--- src/rtl/cardclk_pkg.sv ---
package cardclk_pkg;

  localparam int CK_DIV_W  = 8;
  localparam int CK_HALF_W = CK_DIV_W + 2;
  localparam int CK_WORD_W = 32;
  localparam int CK_STB_BIT  = 7;
  localparam int CK_DIV_LSB  = 8;
  localparam int CK_MODE_LSB = 16;
  localparam int CK_HS_BIT   = 18;

  typedef enum logic [1:0] {
    CK_SDR_DIV  = 2'd0,
    CK_BYPASS   = 2'd1,
    CK_DDR_DIV  = 2'd2,
    CK_DDR_FAST = 2'd3
  } ck_mode_e;

  // control -> datapath strobes
  typedef struct packed {
    logic                 pendValid;
    logic                 pendBypass;
    logic [CK_HALF_W-1:0] pendHalf;
  } ck_cmd_t;

  // datapath -> control strobes
  typedef struct packed {
    logic boundary;
    logic applied;
  } ck_evt_t;

  // half period in source cycles for a given field set
  function automatic ck_cmd_t ckMap(input ck_mode_e mode,
                                    input logic [CK_DIV_W-1:0] div,
                                    input logic hs);
    ck_cmd_t r;
    logic [CK_HALF_W-1:0] divExt;
    divExt       = CK_HALF_W'(div);
    r.pendValid  = 1'b1;
    r.pendBypass = 1'b0;
    r.pendHalf   = CK_HALF_W'(1);
    case (mode)
      CK_SDR_DIV:  r.pendHalf = (div == '0) ? CK_HALF_W'(1) : (divExt << 1);
      CK_BYPASS:   r.pendBypass = 1'b1;
      CK_DDR_DIV:  r.pendHalf = (div == '0) ? CK_HALF_W'(2) : (divExt << 2);
      CK_DDR_FAST: begin
        if (hs) r.pendHalf = CK_HALF_W'(1);
        else    r.pendHalf = (div == '0) ? CK_HALF_W'(2) : (divExt << 2);
      end
      default: r.pendHalf = CK_HALF_W'(1);
    endcase
    return r;
  endfunction

endpackage

--- src/rtl/cardclk_ctrl.sv ---
module cardclk_ctrl
  import cardclk_pkg::*;
(
  input  logic                clk,
  input  logic                rstN,
  input  logic                wrEn,
  input  logic [1:0]          wrMode,
  input  logic [CK_DIV_W-1:0] wrDiv,
  input  logic                wrHs,
  input  ck_evt_t             evt,
  output ck_cmd_t             cmd,
  output logic [1:0]          curMode,
  output logic [CK_DIV_W-1:0] curDiv,
  output logic                curHs,
  output logic                clkStable
);

  logic       fieldsDiffer;
  logic       actBypass;
  logic [1:0] remain;
  ck_cmd_t    mapped;

  assign fieldsDiffer = (wrMode != curMode) || (wrDiv != curDiv) || (wrHs != curHs);
  assign mapped       = ckMap(ck_mode_e'(wrMode), wrDiv, wrHs);

  always_ff @(posedge clk or negedge rstN) begin
    if (!rstN) begin
      curMode   <= 2'd0;
      curDiv    <= '0;
      curHs     <= 1'b0;
      cmd       <= ckMap(CK_SDR_DIV, '0, 1'b0);
      actBypass <= 1'b0;
      remain    <= 2'd2;
      clkStable <= 1'b0;
    end else begin
      if (evt.applied) actBypass <= cmd.pendBypass;
      if (wrEn && fieldsDiffer) begin
        curMode   <= wrMode;
        curDiv    <= wrDiv;
        curHs     <= wrHs;
        cmd       <= mapped;
        clkStable <= 1'b0;
      end else if (evt.applied) begin
        cmd.pendValid <= 1'b0;
        // leaving bypass starts with a lone low phase: wait one extra boundary
        remain <= (actBypass && !cmd.pendBypass) ? 2'd3 : 2'd2;
      end else if (evt.boundary && !cmd.pendValid && !clkStable) begin
        if (remain == 2'd1) clkStable <= 1'b1;
        remain <= remain - 2'd1;
      end
    end
  end

endmodule

--- src/rtl/cardclk_dp.sv ---
module cardclk_dp
  import cardclk_pkg::*;
(
  input  logic    clk,
  input  logic    rstN,
  input  ck_cmd_t cmd,
  output ck_evt_t evt,
  output logic    divClk,
  output logic    bypassNeg
);

  logic [CK_HALF_W-1:0] cnt;
  logic [CK_HALF_W-1:0] halfAct;
  logic                 bypassPos;
  logic                 termHit;

  assign termHit = (cnt == halfAct - CK_HALF_W'(1));

  always_comb begin
    evt.boundary = bypassPos ? 1'b1 : (!divClk && termHit);
    evt.applied  = evt.boundary && cmd.pendValid;
  end

  always_ff @(posedge clk or negedge rstN) begin
    if (!rstN) begin
      cnt       <= '0;
      halfAct   <= CK_HALF_W'(1);
      bypassPos <= 1'b0;
      divClk    <= 1'b0;
    end else if (evt.applied) begin
      cnt       <= '0;
      halfAct   <= cmd.pendHalf;
      bypassPos <= cmd.pendBypass;
      divClk    <= !cmd.pendBypass && !bypassPos;
    end else if (bypassPos) begin
      cnt    <= '0;
      divClk <= 1'b0;
    end else if (termHit) begin
      cnt    <= '0;
      divClk <= !divClk;
    end else begin
      cnt <= cnt + CK_HALF_W'(1);
    end
  end

  // bypass select moves while the source clock is low and divClk is low
  always_ff @(negedge clk or negedge rstN) begin
    if (!rstN) bypassNeg <= 1'b0;
    else       bypassNeg <= bypassPos;
  end

endmodule

--- src/rtl/cardclk_gen.sv ---
module cardclk_gen
  import cardclk_pkg::*;
(
  input  logic                 clk,
  input  logic                 rstN,
  input  logic                 cfgWrEn,
  input  logic [CK_WORD_W-1:0] cfgWrData,
  output logic [CK_WORD_W-1:0] cfgRdData,
  output logic                 cardClk,
  output logic                 clkStable
);

  ck_cmd_t             cmd;
  ck_evt_t             evt;
  logic                divClk;
  logic                bypassNeg;
  logic [1:0]          curMode;
  logic [CK_DIV_W-1:0] curDiv;
  logic                curHs;
  logic                unusedWrBits;

  assign unusedWrBits = ^{cfgWrData[CK_WORD_W-1:CK_HS_BIT+1], cfgWrData[CK_DIV_LSB-1:0]};

  cardclk_ctrl u_ctrl (
    .clk       (clk),
    .rstN      (rstN),
    .wrEn      (cfgWrEn),
    .wrMode    (cfgWrData[CK_MODE_LSB +: 2]),
    .wrDiv     (cfgWrData[CK_DIV_LSB +: CK_DIV_W]),
    .wrHs      (cfgWrData[CK_HS_BIT]),
    .evt       (evt),
    .cmd       (cmd),
    .curMode   (curMode),
    .curDiv    (curDiv),
    .curHs     (curHs),
    .clkStable (clkStable)
  );

  cardclk_dp u_dp (
    .clk       (clk),
    .rstN      (rstN),
    .cmd       (cmd),
    .evt       (evt),
    .divClk    (divClk),
    .bypassNeg (bypassNeg)
  );

  assign cardClk = bypassNeg ? clk : divClk;

  always_comb begin
    cfgRdData                          = '0;
    cfgRdData[CK_STB_BIT]              = clkStable;
    cfgRdData[CK_DIV_LSB +: CK_DIV_W]  = curDiv;
    cfgRdData[CK_MODE_LSB +: 2]        = curMode;
    cfgRdData[CK_HS_BIT]               = curHs;
  end

endmodule

--- config.mk ---
export PLATFORM = sky130hd
export DESIGN_NAME = cardclk_gen
export DESIGN_NICKNAME = d
export VERILOG_FILES = /design/src/rtl/cardclk_pkg.sv /design/src/rtl/cardclk_ctrl.sv /design/src/rtl/cardclk_dp.sv /design/src/rtl/cardclk_gen.sv
export SDC_FILE = /design/constraint.sdc
export NUM_CORES = 1
export LEC_CHECK = 0
export ABC_CLOCK_PERIOD_IN_PS = 3300
export BUFFER_PORTS_ARGS = -buffer_cell sky130_fd_sc_hd__buf_2
export CELL_PAD_IN_SITES_DETAIL_PLACEMENT = 0
export CELL_PAD_IN_SITES_GLOBAL_PLACEMENT = 1
export CORE_MARGIN = 2
export CORE_UTILIZATION = 41
export DETAILED_ROUTE_END_ITERATION = 7
export GPL_TIMING_DRIVEN = 0
export PLACE_DENSITY = 0.82
export SLEW_MARGIN = 40
export SYNTH_ARGS = -nofsm -noshare
export SYNTH_HDL_FRONTEND = slang
export SYNTH_SLANG_ARGS = --single-unit
--- constraint.sdc ---
create_clock -name clk -period 3.3 [get_ports clk]
set_input_delay 0.495 -clock clk [delete_from_list [all_inputs] [get_ports clk]]
set_output_delay 0.495 -clock clk [all_outputs]
set_load 0.01 [all_outputs]
==> flow_summary.json <==
{
  "fill_cells": 595,
  "ys_ff_latch": 49,
  "reg2reg_slack_ns": 0.38,
  "grt.overflow.total": 0,
  "ant_nets": 0,
  "track_usage_pct": 15.00,
  "rsz0062_at_grt": "no",
  "cts.hold.buffers_added": 0,
  "grt_pass1_vias": 1956,
  "initial_core_util_pct": 42.81,
  "final_nets": 359,
  "avgSynthCellArea_um2": 10.32,
  "critPathTopFamily": "flip-flops",
  "ios": 69,
  "dpl_cell_area_um2": 3039,
  "synth_area_um2": 2734,
  "vias": 1975,
  "grt_pass1_wl_um": 8735,
  "crit_slowest_cell": "dfrtn_1",
  "fp.dieW_um": 85.66,
  "worstRegToRegCells": 10,
  "drc": 0,
  "maxCapViolations": 0,
  "arrival_ns": 2.72,
  "cts.clk_slew.worst_paths_ns": 0.09,
  "crit_required_ns": 2.80,
  "path_max_fanout": 2,
  "portBuffers": 27,
  "ys.warnings.count": 0,
  "critPathLaunchType": "register",
  "critPathMaxStageDelay_ns": 0.40,
  "core_um2": 6386,
  "syn_to_final_growth_pct": 16.16,
  "setup_viol": 0,
  "synthDistinctLibCells": 49,
  "dpl.hpwl_um": 3639,
  "yosysSeqAreaShare_pct": 45.03,
  "end_kind": "output pin",
  "r2r-end": "u_dp.halfAct[2]",
  "worstSkewPairLatency_ns": 0.41,
  "hold_viol": 0,
  "tightest_slew_ns": 0.6687,
  "cts_tree": "done",
  "grt_start_max_net_pins": 50,
  "rows": 29,
  "max-vdd-ir-drop_v": 0.0002816,
  "drtPass1Iterations": 4,
  "diodes": 0,
  "cp_num_buf_inv": 1,
  "hold_class": "in2async",
  "place_inst": 388,
  "stdcell_area_um2": 3176,
  "status": "complete, no violations",
  "postSynth.asyncResetShare_pct": 100.0,
  "gp_congestion": 0.7428,
  "die_area_um2": 7337,
  "drive_gt1_share_pct": 27.95,
  "syn_inst": 265,
  "finalMaxSlewViolations": 0,
  "drt-vias-per-instance": 4.950,
  "power.density_nw_per_um2": 389.6,
  "wl_um": 4943,
  "crit_path_cell_trace": "nand2_1 > o21ai_0 > buf_2",
  "cts_resized": 0,
  "post_cts_buffers": 0,
  "fin_skew_ns": 0.01722,
  "finalNonFillerCells": 399,
  "rr_startpoint": "u_dp.halfAct[1]",
  "worstSetupPathType": "reg2out",
  "setup_tns_ns": 0,
  "slew_headroom_pct": 55.32,
  "synth_edf_count": 0,
  "p_leak_uw": 0.001458,
  "antenna_found_initial": 0,
  "post_drt_wl_per_cell_um": 12.39,
  "die_h_um": 85.66,
  "synth_flop_cell": "dfrtp_1",
  "initialDrtViolationCount": 99
}
## registers in the layout (all words and copies together), names as in the netlist
name and count:
u_dp.cnt 10, u_ctrl.clkStable 1, u_ctrl.cmd 12, u_dp.halfAct 10, u_ctrl.curMode 2, u_dp.divClk 1
u_ctrl.curHs 1, u_ctrl.actBypass 1, u_ctrl.remain 2, u_ctrl.curDiv 8, u_dp.bypassNeg 1
## cells in the mapped netlist, types with 2 or more instances
cell type,n,area [um2]
dfrtp_1,44,1101
xnor2_1,23,201.4
buf_4,22,165.2
nand2_1,22,82.58
mux2_2,21,236.5
nor2_1,17,63.81
o21ai_0,14,70.07
a22oi_1,8,60.06
nand3_1,7,35.03
xor2_1,7,61.31
a31oi_1,5,31.28
inv_1,5,18.77
a21oi_1,4,20.02
clkbuf_1,4,15.01
dfstp_2,4,105.1
nor2b_1,4,25.02
ha_1,3,37.54
nand2b_1,3,18.77
nor3_1,3,15.01
or3_1,3,18.77
a211oi_1,2,15.01
a21boi_0,2,15.01
and2_1,2,12.51
and3_1,2,12.51
and3b_1,2,17.52
nand4_1,2,12.51
nor3b_1,2,15.01
nor4_1,2,12.51
nor4b_1,2,17.52
o21a_1,2,15.01
o21bai_1,2,15.01
o31ai_1,2,15.01
or4_1,2,15.01
## worst max path at each step
stage	end	from	cells past startpoint
after CTS	cardClk	u_dp.bypassNeg	3
after floorplan	cardClk	u_dp.bypassNeg	1
final	cardClk	u_dp.bypassNeg	3
after global routing	cardClk	u_dp.bypassNeg	3
after global placement	u_dp.halfAct[7]	u_dp.halfAct[1]	10
after detailed placement	u_dp.halfAct[4]	u_dp.halfAct[1]	10
## final cells by class
class | instances | area (um2) | area share, %
buffer | 27 | 191.4 | 6.028
clock buffer | 10 | 118.9 | 3.743
clock inverter | 2 | 16.27 | 0.5122
inverter | 5 | 18.77 | 0.5910
multi-input combinational | 203 | 1370 | 43.14
sequential | 49 | 1231 | 38.77
tap | 77 | 96.34 | 3.034
timing repair buffer | 26 | 132.6 | 4.177
## power by group
part | switching, uW | total [uW] | internal, uW
Clock | 219 | 448 | 228
Sequential | 19.5 | 647 | 627
Combinational | 74.7 | 143 | 68.2
## routing by layer
layer	track usage [%]	part of all wire (%)	routed length (um)
met5	0	0	0
met4	3.896	0.42	21
met3	5.486	4.9	243
met2	23.93	47	2327
met1	19.40	48	2351
## cell families after synthesis
| family | Yosys count | synth area share, % |
|---|---|---|
| AOI/OAI and AO/OA | 50 | 12.68 |
| DFF | 49 | 45.03 |
| and+or+nand+nor | 79 | 14.83 |
| buffers and inverters | 32 | 7.689 |
| muxes | 21 | 8.650 |
| xor gates and xnor gates | 30 | 9.611 |
| other | 1 | 0.1372 |
| adders and majority gates | 3 | 1.373 |
## metrics by stage
| step | setup WS (ns) | utilization, % | power (uW) | hold WS [ns] |
|---|---|---|---|---|
| floorplan | 0.5563 | - | 747.6 | 0.1994 |
| global placement | 0.1297 | 47.55 | 800.8 | 0.4628 |
| detailed placement | 0.1044 | 47.59 | 803.6 | 0.4689 |
| CTS | 0.05581 | 49.63 | 1258 | 0.1162 |
| global route | 0.003838 | 49.73 | 1311 | 0.1315 |
| finish | 0.08648 | 49.73 | 1237 | 0.09432 |
## layout by cell type, fill, tap and decap left out, drive strengths merged, types with 8 or more instances in the layout
cell type,Yosys,layout
nand2,22,22
conb,1,20
xnor2,23,23
clkbuf,4,13
nor2,17,17
a22oi,8,8
o21ai,14,14
dfrtp,44,44
mux2,21,21
buf,23,50
Power figures use the tool's default switching activity.
